$ cat config.mk
export PLATFORM = sky130hd
export DESIGN_NAME = irq_coalesce_ctrl
export DESIGN_NICKNAME = d
export VERILOG_FILES = /design/src/rtl/irqc_pkg.sv /design/src/rtl/irqc_rx_coalescer.sv /design/src/rtl/irqc_src_bank.sv /design/src/rtl/irqc_summary.sv /design/src/rtl/irq_coalesce_ctrl.sv
export SDC_FILE = /design/constraint.sdc
export NUM_CORES = 1
export LEC_CHECK = 0
export CAP_MARGIN = 20
export CORE_MARGIN = 3
export CORE_UTILIZATION = 24
export CTS_BUF_LIST = sky130_fd_sc_hd__clkbuf_8
export DETAILED_ROUTE_END_ITERATION = 10
export GPL_TIMING_DRIVEN = 1
export PLACE_DENSITY = 0.48
export SYNTH_ARGS = -nofsm -noshare
export SYNTH_HDL_FRONTEND = slang
export SYNTH_SLANG_ARGS = --single-unit
$ cat constraint.sdc
create_clock -name clk -period 5.9 [get_ports clk]
set_input_delay 0.59 -clock clk [delete_from_list [all_inputs] [get_ports clk]]
set_output_delay 0.59 -clock clk [all_outputs]
set_load 0.1 [all_outputs]
$ cat src/rtl/irqc_pkg.sv
package irqc_pkg;
  localparam int DATA_W  = 8;
  localparam int ADDR_W  = 3;
  localparam int SRC_N   = 8;
  localparam int RX_SRC  = 1;
  localparam int TMR_W   = 16;
  localparam int THR_W   = 2;
  localparam int CNT_W   = (1 << THR_W);
  localparam int EXT_N   = 3;
  localparam int NET_BIT = 7;

  localparam logic [DATA_W-1:0] SUM_PRESENT  = 8'hD8;
  localparam logic [DATA_W-1:0] SUM_MASKABLE = 8'hF8;

  typedef enum logic [ADDR_W-1:0] {
    A_FLAGS    = 3'd0,
    A_MASK     = 3'd1,
    A_CTRL     = 3'd2,
    A_HOLD_LO  = 3'd3,
    A_HOLD_HI  = 3'd4,
    A_SUM      = 3'd5,
    A_SUM_MASK = 3'd6,
    A_RSVD     = 3'd7
  } reg_addr_e;
endpackage

$ cat src/rtl/irqc_rx_coalescer.sv
module irqc_rx_coalescer
  import irqc_pkg::*;
(
  input  logic             clk,
  input  logic             rst_n,
  input  logic             pkt_i,
  input  logic [THR_W-1:0] thr_i,
  input  logic [TMR_W-1:0] hold_i,
  output logic             fire_o,
  output logic             active_o
);
  logic [CNT_W-1:0] cnt_q, cnt_inc, target;
  logic [TMR_W-1:0] tmr_q;
  logic             act_q;
  logic             fire_cnt, fire_tmr;

  // batch size is a power of two chosen by the threshold code
  assign target   = CNT_W'(1) << thr_i;
  assign cnt_inc  = cnt_q + 1'b1;
  assign fire_cnt = pkt_i && (cnt_inc >= target);
  assign fire_tmr = act_q && (tmr_q >= hold_i);
  assign fire_o   = fire_cnt | fire_tmr;
  assign active_o = act_q;

  always_ff @(posedge clk or negedge rst_n) begin
    if (!rst_n) begin
      cnt_q <= '0;
      tmr_q <= '0;
      act_q <= 1'b0;
    end else if (fire_o) begin
      cnt_q <= '0;
      tmr_q <= '0;
      act_q <= 1'b0;
    end else begin
      if (pkt_i) cnt_q <= cnt_inc;
      if (act_q) tmr_q <= tmr_q + 1'b1;
      if (pkt_i) act_q <= 1'b1;
    end
  end
endmodule

$ cat src/rtl/irqc_src_bank.sv
module irqc_src_bank
  import irqc_pkg::*;
(
  input  logic              clk,
  input  logic              rst_n,
  input  logic [SRC_N-1:0]  set_i,
  input  logic [SRC_N-1:0]  clr_i,
  input  logic              mask_wr_i,
  input  logic [SRC_N-1:0]  mask_d_i,
  output logic [SRC_N-1:0]  flags_o,
  output logic [SRC_N-1:0]  mask_o,
  output logic              pend_any_o
);
  genvar gi;
  generate
    for (gi = 0; gi < SRC_N; gi++) begin : g_flag
      always_ff @(posedge clk or negedge rst_n) begin
        if (!rst_n) flags_o[gi] <= 1'b0;
        else        flags_o[gi] <= set_i[gi] | (flags_o[gi] & ~clr_i[gi]);
      end
    end
  endgenerate

  always_ff @(posedge clk or negedge rst_n) begin
    if (!rst_n)         mask_o <= '0;
    else if (mask_wr_i) mask_o <= mask_d_i;
  end

  assign pend_any_o = |(flags_o & mask_o);
endmodule

$ cat src/rtl/irqc_summary.sv
module irqc_summary
  import irqc_pkg::*;
(
  input  logic              clk,
  input  logic              rst_n,
  input  logic              net_pend_i,
  input  logic [EXT_N-1:0]  ext_evt_i,
  input  logic [DATA_W-1:0] clr_i,
  input  logic              mask_wr_i,
  input  logic [DATA_W-1:0] mask_d_i,
  output logic [DATA_W-1:0] status_o,
  output logic [DATA_W-1:0] mask_o,
  output logic              irq_o
);
  logic [DATA_W-1:0] ext_set;
  logic              unused_clr;

  always_comb begin
    ext_set    = '0;
    ext_set[6] = ext_evt_i[2];
    ext_set[4] = ext_evt_i[1];
    ext_set[3] = ext_evt_i[0];
  end

  assign unused_clr = ^(clr_i & ~SUM_PRESENT);

  genvar gi;
  generate
    for (gi = 0; gi < DATA_W; gi++) begin : g_sum
      if (gi == NET_BIT) begin : g_net
        // cannot be cleared while the pending set stays non-empty
        always_ff @(posedge clk or negedge rst_n) begin
          if (!rst_n) status_o[gi] <= 1'b0;
          else        status_o[gi] <= net_pend_i | (status_o[gi] & ~clr_i[gi]);
        end
      end else if (SUM_PRESENT[gi]) begin : g_ext
        always_ff @(posedge clk or negedge rst_n) begin
          if (!rst_n) status_o[gi] <= 1'b0;
          else        status_o[gi] <= ext_set[gi] | (status_o[gi] & ~clr_i[gi]);
        end
      end else begin : g_none
        assign status_o[gi] = 1'b0;
      end
    end
  endgenerate

  always_ff @(posedge clk or negedge rst_n) begin
    if (!rst_n)         mask_o <= '0;
    else if (mask_wr_i) mask_o <= mask_d_i & SUM_MASKABLE;
  end

  assign irq_o = |(status_o & mask_o);
endmodule

$ cat src/rtl/irq_coalesce_ctrl.sv
module irq_coalesce_ctrl
  import irqc_pkg::*;
#(
  parameter logic [TMR_W-1:0] HOLD_RST = 16'h0600
) (
  input  logic              clk,
  input  logic              rst_n,
  input  logic [SRC_N-1:0]  evt_in,
  input  logic [EXT_N-1:0]  ext_evt,
  input  logic              bus_wr,
  input  logic [ADDR_W-1:0] bus_addr,
  input  logic [DATA_W-1:0] bus_wdata,
  output logic [DATA_W-1:0] bus_rdata,
  output logic              irq_o
);
  logic              wr_flags, wr_mask, wr_ctrl, wr_hlo, wr_hhi, wr_sum, wr_smask;
  logic [THR_W-1:0]  thr_q;
  logic [TMR_W-1:0]  hold_q;
  logic              rx_pkt, rx_fire, rx_active, pend_any;
  logic [SRC_N-1:0]  src_set, src_clr, src_flags, src_mask;
  logic [DATA_W-1:0] sum_clr, sum_status, sum_mask;

  assign wr_flags = bus_wr && (bus_addr == A_FLAGS);
  assign wr_mask  = bus_wr && (bus_addr == A_MASK);
  assign wr_ctrl  = bus_wr && (bus_addr == A_CTRL);
  assign wr_hlo   = bus_wr && (bus_addr == A_HOLD_LO);
  assign wr_hhi   = bus_wr && (bus_addr == A_HOLD_HI);
  assign wr_sum   = bus_wr && (bus_addr == A_SUM);
  assign wr_smask = bus_wr && (bus_addr == A_SUM_MASK);

  always_ff @(posedge clk or negedge rst_n) begin
    if (!rst_n) begin
      thr_q  <= '0;
      hold_q <= HOLD_RST;
    end else begin
      if (wr_ctrl) thr_q                <= bus_wdata[THR_W-1:0];
      if (wr_hlo)  hold_q[DATA_W-1:0]   <= bus_wdata;
      if (wr_hhi)  hold_q[TMR_W-1:DATA_W] <= bus_wdata[TMR_W-DATA_W-1:0];
    end
  end

  assign rx_pkt = evt_in[RX_SRC];

  irqc_rx_coalescer u_coal (
    .clk      (clk),
    .rst_n    (rst_n),
    .pkt_i    (rx_pkt),
    .thr_i    (thr_q),
    .hold_i   (hold_q),
    .fire_o   (rx_fire),
    .active_o (rx_active)
  );

  // the receive position takes the coalescer output, the rest pass through
  genvar gi;
  generate
    for (gi = 0; gi < SRC_N; gi++) begin : g_set
      if (gi == RX_SRC) begin : g_rx
        assign src_set[gi] = rx_fire;
      end else begin : g_dir
        assign src_set[gi] = evt_in[gi];
      end
    end
  endgenerate

  assign src_clr = wr_flags ? bus_wdata : '0;
  assign sum_clr = wr_sum   ? bus_wdata : '0;

  irqc_src_bank u_bank (
    .clk        (clk),
    .rst_n      (rst_n),
    .set_i      (src_set),
    .clr_i      (src_clr),
    .mask_wr_i  (wr_mask),
    .mask_d_i   (bus_wdata),
    .flags_o    (src_flags),
    .mask_o     (src_mask),
    .pend_any_o (pend_any)
  );

  irqc_summary u_sum (
    .clk        (clk),
    .rst_n      (rst_n),
    .net_pend_i (pend_any),
    .ext_evt_i  (ext_evt),
    .clr_i      (sum_clr),
    .mask_wr_i  (wr_smask),
    .mask_d_i   (bus_wdata),
    .status_o   (sum_status),
    .mask_o     (sum_mask),
    .irq_o      (irq_o)
  );

  always_comb begin
    case (bus_addr)
      A_FLAGS:    bus_rdata = src_flags;
      A_MASK:     bus_rdata = src_mask;
      A_CTRL:     bus_rdata = DATA_W'(thr_q);
      A_HOLD_LO:  bus_rdata = hold_q[DATA_W-1:0];
      A_HOLD_HI:  bus_rdata = hold_q[TMR_W-1:DATA_W];
      A_SUM:      bus_rdata = sum_status;
      A_SUM_MASK: bus_rdata = sum_mask;
      default:    bus_rdata = '0;
    endcase
  end
endmodule

# Yosys cells after proc, flatten, opt, wreduce, memory -nomap -nowiden
# Cells that the tools add are included.
[totals]
reg_bits = 64
in_bits = 25
out_inout_bits = 9
[classes]
eq_ne = 6
n_mux = 9
n_lt_le_gt_ge = 2
addsub = 2
n_shift = 1
n_bitwise = 39
n_reduce_logical = 14
[op_table]
columns = ["op", "n"]
rows = [
  ["8-bit case mux with 7 select lines", 1],
  ["16-bit two-way mux", 2],
  ["16-bit by 1-bit adder with 16-bit output, second input constant", 1],
  ["8-bit bitwise AND", 2],
  ["16-bit >= comparator", 1],
  ["8-bit two-way mux", 2],
  ["8-bit OR reduction", 2],
  ["1-bit bitwise OR", 13],
  ["1-bit bitwise AND", 12],
  ["1-bit NOT", 12],
  ["3-bit equality test, second input constant", 3],
  ["1-bit logical AND", 9],
  ["4-bit two-way mux", 2],
  ["3-bit by 2-bit equality test with 1-bit output, second input constant", 2],
  ["4-bit by 1-bit adder with 4-bit output, second input constant", 1],
  ["4-bit >= comparator", 1],
  ["2-bit nonzero test", 2],
  ["1-bit by 2-bit << shifter with 4-bit output, first input constant", 1],
  ["3-bit by 1-bit equality test with 1-bit output, second input constant", 1],
  ["3-bit logical NOT", 1],
  ["1-bit two-way mux", 2],
]

# Longest topological paths before layout
# Gate-level depths: netlist of the first run.
[logic_depth]
depth_word = 6
mapped_depth = 10
ltp_nobuf = 8

# Modules after synthesis
# A second synthesis of the first run with hierarchy kept.
[unflattened]
hier_cells = 393
hier_area_um2 = 3995.1
[by_module_without_submodules]
columns = ["mod", "cells_per_inst", "area_each_um2", "n_inst"]
rows = [
  ["irqc_rx_coalescer", 193, 1619.1, 1],
  ["irq_coalesce_ctrl", 121, 1316.3, 1],
  ["irqc_src_bank", 46, 658.1, 1],
  ["irqc_summary", 33, 401.6, 1],
]

# Worst setup path before layout of the first run
# Ideal clock, no wire load.
[synth_timing]
path_type = "input port to output port"
from = "in bus_addr[0]"
to = "out bus_rdata[2]"
path_stages = 6
arrival_time_ns = 3.566
path_buffers = 2
setup_slack_ns = 1.744
cell_sequence = "clkbuf_1 -> clkbuf_1 -> mux2i_1 -> nor2_1 -> a21oi_1 -> o21ai_0"
[synth_via]
elab_chain_cells = 2
elab_cells_between_ends = 8
cone_classes = "6 x eq/ne; 1 x mux; 1 x reduce/logical"
[synth_rtl]
columns = ["item", "line_no", "source"]
rows = [
  ["start: declaration", "irq_coalesce_ctrl.sv:11", "input logic [ADDR_W-1:0] bus_addr,"],
  ["3-bit equality test (tied with other cells)", "irq_coalesce_ctrl.sv:95", "case (bus_addr)"],
  ["8-bit case mux with 7 select lines (*)", "irq_coalesce_ctrl.sv:95", ""],
  ["end: declaration", "irq_coalesce_ctrl.sv:13", "output logic [DATA_W-1:0] bus_rdata,"],
]
# Mark *: on every way between the ends. The rest lies on a longest branch, timed or not.

# Worst setup path after layout of the first run
[layout_timing]
from = "in bus_addr[0]"
to = "out bus_rdata[5]"
# Same word-level chain as after synthesis.

==> results of run 1 <==
area by class of cell:
class	count	area (µm²)
clock buffers	9	124
clock inverters	7	96.3
inverters	19	71.3
flip-flops and latches	64	1600
multi-input cells	263	1910
fillers	1518	10300
well taps	184	230
repair buffers	38	367
how the worst min path moves through the flow:
stage / start / to
2_1_floorplan: rst_n / hold_q[0]
3_3_place_gp: u_sum.status_o[7] / u_sum.status_o[7]
3_5_place_dp: u_sum.status_o[7] / u_sum.status_o[7]
4_1_cts: rst_n / u_bank.mask_o[4]
5_1_grt: rst_n / hold_q[6]
6_report: rst_n / u_bank.flags_o[5]
per-layer routing:
| metal | global-route usage [%] | up-vias | share of wire (%) |
|---|---|---|---|
| met5 | 0 | - | 0 |
| li1 | - | 1406 | - |
| met3 | 2.76 | 13 | 4.1 |
| met2 | 19.8 | 53 | 47 |
| met4 | 3.46 | 0 | 1.4 |
| met1 | 15.7 | 1447 | 47 |
logic make-up (layout without fill, tap and decap cells):
family	after synthesis	after routing	share of synthesized area (%)
and+or+nand+nor	113	113	16.2
AOI/OAI and AO/OA	91	91	16.2
DFF	64	64	43.9
buffers and inverters	36	73	3.98
muxes	32	32	10.9
adders and majority gates	22	22	7.54
xor gates and xnor gates	5	5	1.20
per-stage QoR:
step	instance area (µm²)	worst slack (ns)	hold WS, ns	util [%]	cells
5_1_grt	4400	1.56	0.475	29.9	584
6_report	4400	1.84	0.428	29.9	584
4_1_cts	4390	1.80	0.458	29.9	583
3_3_place_gp	4170	1.84	0.499	28.4	567
3_5_place_dp	4170	1.82	0.505	28.4	567
2_1_floorplan	3650	1.74	0.294	-	363
worst max-delay path, stage by stage:
cell             delay [ns]
clkdlybuf4s50_1        0.93
nor2b_1                0.34
nand2_1                0.08
o21ai_0                0.15
a21oi_1                0.07
o31ai_1                0.11
clkdlybuf4s50_1        1.20
layout by cell type (no fill, tap or decap), drive strengths merged, types with 3 or more instances in the layout:
master,Yosys,routed
o21ai,26,26
nand3,12,12
nand2b,6,6
and4,3,3
inv,19,19
mux2i,5,5
o31ai,7,7
or3,9,9
mux4,4,4
nand4,4,4
and3,3,3
a21oi,15,15
or4,9,9
nor3,9,9
clkbuf,12,9
clkinvlp,0,3
buf,5,6
dfrtp,62,62
a21o,11,11
nor2b,4,4
clkdlybuf4s50,0,32
nand2,39,39
nor2,10,10
mux2,23,23
xor2,3,3
a211oi,14,14
ha,22,22
a22oi,10,10
sequential cells by signal, indices dropped and copies added, names as in the netlist:
| name | flops |
|---|---|
| hold_q | 16 |
| thr_q | 2 |
| u_bank.flags_o | 8 |
| u_bank.mask_o | 8 |
| u_coal.active_o | 1 |
| u_coal.cnt_q | 4 |
| u_coal.tmr_q | 16 |
| u_sum.mask_o | 5 |
| u_sum.status_o | 4 |
where the power goes:
| part | internal, µW | leakage, µW | total (µW) | switching, µW |
|---|---|---|---|---|
| sequential | 517 | 0.000761 | 606 | 89.7 |
| combinational | 180 | 0.000871 | 462 | 282 |
| clock | 237 | 0.000101 | 421 | 183 |
| total | 934 | 0.00173 | 1490 | 555 |
==> impl_metrics.csv, run 1 <==
group,metric,value,unit
worst_setup_path,start_kind,"input pin",
clock_network,cts_tree,"yes",
floorplanning,coreArea,0.0147,mm²
clock_network,ctsHoldBuffers,0,
finish,area_delta_synth_final,20.5,%
finish,fin_nets,442,
power,leakage,0.00173,µW
routing,drtIter0Drc,167,
logic_synthesis,synth_top_area_share,42.5,%
clock_network,cts.path.max_buffers,2,
sta,setup_viol,0,
logic_synthesis,ys_ff_latch,64,
logic_synthesis,synth-edff-count,0,
power,max-vdd-ir-drop,0.140,mV
worst_setup_path,crit_path_max_fanout,17,
floorplanning,start_util,24.8,%
floorplanning,die_w,129,µm
logic_synthesis,seq_area_frac_synth,43.9,%
placement,port_buffers,33,
clock_network,post_cts_resized,0,
worst_setup_path,worstReg2RegEnd,"u_coal.tmr_q[0]",
logic_synthesis,synth_commonest_cells,"dfrtp_1 (62), nand2_1 (39), ha_1 (22)",
logic_synthesis,async_reset_ff_share,100,%
global_route,grt-ovfl-total,0,
run,cap_violations,0,
worst_setup_path,crit_required,5.31,ns
routing,drc_errors,0,
placement,routabilityCongestion,0.811,
logic_synthesis,yosysMostFrequentCell,"dfrtp_1",
sta,slew_headroom,35.3,%
global_route,grt_pass1_wl,15700,µm
routing,route.antenna.remaining_nets,0,
floorplanning,fp.dieArea,0.0167,mm²
sta,finalCritPeriodShare,68.8,%
worst_setup_path,regToRegSetupSlack,3.32,ns
clock_network,cts.clk_slew.worst_paths,0.08,ns
sta,layout_min_cycle_time,4.06,ns
placement,hpwl,7050,µm
global_route,gr-usage-all-layers,12.0,%
run_status,outcome,"complete, no violations",
clock_network,cts_max_level,3,
routing,vias,2919,
power,total_power,1490,µW
worst_hold_path,hp-class,"input pin to asynchronous set/reset pin",
sta,fin_skew,0.0101,ns
global_route,grt_max_degree,65,
clock_network,post_cts_buffers,0,
clock_network,clock-sinks,64,
logic_synthesis,synthTopCellsByArea,"dfrtp_1 (42%), ha_1 (7.5%), mux2_2 (4.0%)",
clock_network,insertion_delay,0.35,ns
clock_network,cts_made_buffers,9,
sta,hold_viol,0,
floorplanning,core.rowCount,44,
sta,rsz0062_at_grt,"false",
logic_synthesis,syn_nets,410,
routing,wire_per_inst,16.6,µm
logic_synthesis,avgSynthCellArea,10.1,µm²
global_route,antenna_found_initial,0,
floorplanning,num_io_pins,34,
finish,final_layout_size_suffix_gt1_share,11.5,%
worst_setup_path,crit_arrival,3.47,ns
sta,max_freq,0.246,GHz
clock_network,root_buffer,"clkbuf_8",
logic_synthesis,syn_area,0.00365,mm²
finish,antenna-diode-count,0,
worst_setup_path,r2r_cells,6,
worst_setup_path,crit_type,"input pin to output pin",
global_route,grt_pass1_vias,3027,
worst_setup_path,cp-endpoint,"bus_rdata[5]",
floorplanning,die_h,129,µm
logic_synthesis,yosys_warnings,0,
sta,drv_slew,0,
logic_synthesis,synth_area_leader_cell,"dfrtp_1",
logic_synthesis,ys_types,46,
sta,fin_setup_tns,0,ns
routing,dr.pass1.iters,4,
power,p_per_area,338,mW/mm²
worst_setup_path,endpoint_kind,"output pin",
logic_synthesis,synth_cells,363,
worst_setup_path,cp-startpoint,"bus_addr[0]",
worst_setup_path,rr_startpoint,"u_coal.cnt_q[0]",
sta,worst_pin_slew,0.968,ns
routing,vias_per_cell,5.00,
routing,routed_wl,9670,µm
logic_synthesis,synth_ff_type,"dfrtp_1",
Power figures use the tool's default switching activity.
==> run 2: changes to the inputs <==
clock period = 3.82 ns   (was 5.9 ns; I/O delays follow)
==> run 2 against run 1 <==
  * Non-clock buffer count did not move
  * Wire length rose by 0.23%
  * Critical path type unchanged
  * Clock power rose by 24%
  * Sequential power rose by 55%
  * Critical path depth fell by 2
  * Utilization fell by 0.49 points
  * Register-to-register slack got worse by 2.1 ns
  * Largest power group unchanged
  * Die area did not move
  * Clock skew fell by 0.0016 ns
  * First-iteration DRC count fell by 13%
  * Critical endpoint is now bus_rdata[0]
==> impl_metrics.csv, run 2 (synthesis results as in run 1) <==
group,metric,value,unit
placement,dpl_worst_slack,0.979,ns
global_route,grt_pass1_vias,2951,
floorplanning,start_util,24.8,%
global_route,grt_pass1_wl,16000,µm
worst_setup_path,max_stage_delay,0.94,ns
sta,whs,0.126,ns
run_status,outcome,"complete, no violations",
sta,layout_min_cycle_time,2.82,ns
routing,route.antenna.remaining_nets,0,
worst_setup_path,start_kind,"input pin",
sta,rsz0062_at_grt,"false",
finish,antenna-diode-count,0,
routing,routed_wl,9690,µm
worst_setup_path,regToRegSetupSlack,1.23,ns
clock_network,cts.path.max_buffers,2,
sta,max_freq,0.354,GHz
finish,largest_registers,"hold_q (16), u_coal.tmr_q (16)",
finish,final_layout_size_suffix_gt1_share,13.5,%
clock_network,insertion_delay,0.35,ns
sta,finalCritPeriodShare,73.9,%
placement,dpl.cell_count,568,
clock_network,ctsHoldBuffers,0,
finish,area_delta_synth_final,18.5,%
finish,fillers,1512,
power,total_power,2160,µW
sta,setup_viol,0,
worst_setup_path,cp_slowest_cell,"clkdlybuf4s50_1",
routing,drc_errors,0,
clock_network,cts_max_level,3,
floorplanning,die_h,129,µm
floorplanning,num_io_pins,34,
run,cap_violations,0,
floorplanning,fp.dieArea,0.0167,mm²
routing,dr.pass1.iters,4,
global_route,gr-usage-all-layers,12.2,%
floorplanning,core.rowCount,44,
finish,layout.area.seq,0.00160,mm²
sta,slew_headroom,35.4,%
worst_hold_path,hp-class,"input pin to asynchronous set/reset pin",
floorplanning,die_w,129,µm
clock_network,cts.clk_slew.worst_paths,0.08,ns
sta,fin_skew,0.00850,ns
power,p_per_area,499,mW/mm²
global_route,antenna_found_initial,0,
routing,vias,2918,
clock_network,clock-sinks,64,
worst_setup_path,crit_family,"buffers and inverters",
worst_setup_path,worstPathCellList,"clkdlybuf4s50_1 > nor2b_1 > a22oi_1 > o21ai_0 > buf_4",
clock_network,cts_tree,"yes",
sta,fin_ws,0.997,ns
sta,drv_slew,0,
worst_setup_path,crit_type,"input pin to output pin",
clock_network,root_buffer,"clkbuf_8",
power,max-vdd-ir-drop,0.169,mV
worst_setup_path,crit_arrival,2.44,ns
sta,fin_setup_tns,0,ns
power,leakage,0.00173,µW
finish,multiInputGateArea,0.00191,mm²
placement,hpwl,7160,µm
sta,worst_pin_slew,0.966,ns
placement,port_buffers,33,
worst_setup_path,critPathBufInv,2,
clock_network,post_cts_buffers,0,
routing,wire_per_inst,16.6,µm
routing,vias_per_cell,5.00,
global_route,grt-ovfl-total,0,
worst_setup_path,crit_required,3.44,ns
sta,hold_viol,0,
placement,routabilityCongestion,0.848,
global_route,grt_max_degree,36,
clock_network,cts_made_buffers,9,
finish,fin_cells,584,
worst_setup_path,crit_path_max_fanout,17,
floorplanning,coreArea,0.0147,mm²
finish,final_cell_mix,"dfrtp_1 (62), nand2_1 (39), clkdlybuf4s50_1 (24)",
worst_setup_path,endpoint_kind,"output pin",
routing,drtIter0Drc,145,
clock_network,post_cts_resized,0,
finish,fin_nets,442,
finish,final_common_cell,"dfrtp_1",
run 2: cell types whose count changed in the layout (fill, tap and decap cells not counted):
cell and delta:
buf_4 +9, buf_6 -1, bufinv_16 -2, clkdlybuf4s50_1 -8, clkinv_2 +2, clkinvlp_4 -1, inv_6 +1
run 2: final timing paths:
kind                             startpoint          endpoint  cells past startpoint
min                                   rst_n  u_bank.mask_o[5]                      1
min in group clk           u_bank.mask_o[7]  u_bank.mask_o[7]                      1
min reg2reg                u_bank.mask_o[7]  u_bank.mask_o[7]                      1
max                             bus_addr[0]      bus_rdata[0]                      5
max in group asynchronous             rst_n   u_coal.tmr_q[4]                      2
max reg2reg                 u_coal.cnt_q[0]   u_coal.tmr_q[0]                      6
run 2: cell type report:
cell class                 count  share of cell area (%)
clock buffer                   9                    2.86
clock inverter                 7                    1.10
inverter                      19                    1.65
multi-input combinational    263                    44.1
sequential                    64                    37.1
tap                          184                    5.32
timing repair buffer          38                    7.92
run 2: power by group:
group / internal (µW) / switching (µW)
logic: 269 / 430
clock network: 235 / 288
registers: 798 / 142
total: 1300 / 860
run 2: metal layers:
metal  global-route usage (%)  wire length [µm]
met2                     20.0              4510
met3                     3.54               514
met1                     16.1              4550
met5                        0                 0
met4                     2.84               119
run 2: through the flow:
stage / util, % / area (µm²)
4_1_cts: 29.4 / 4330
5_1_grt: 29.4 / 4330
3_3_place_gp: 28.3 / 4160
6_report: 29.4 / 4330
2_1_floorplan: - / 3650
3_5_place_dp: 28.3 / 4160
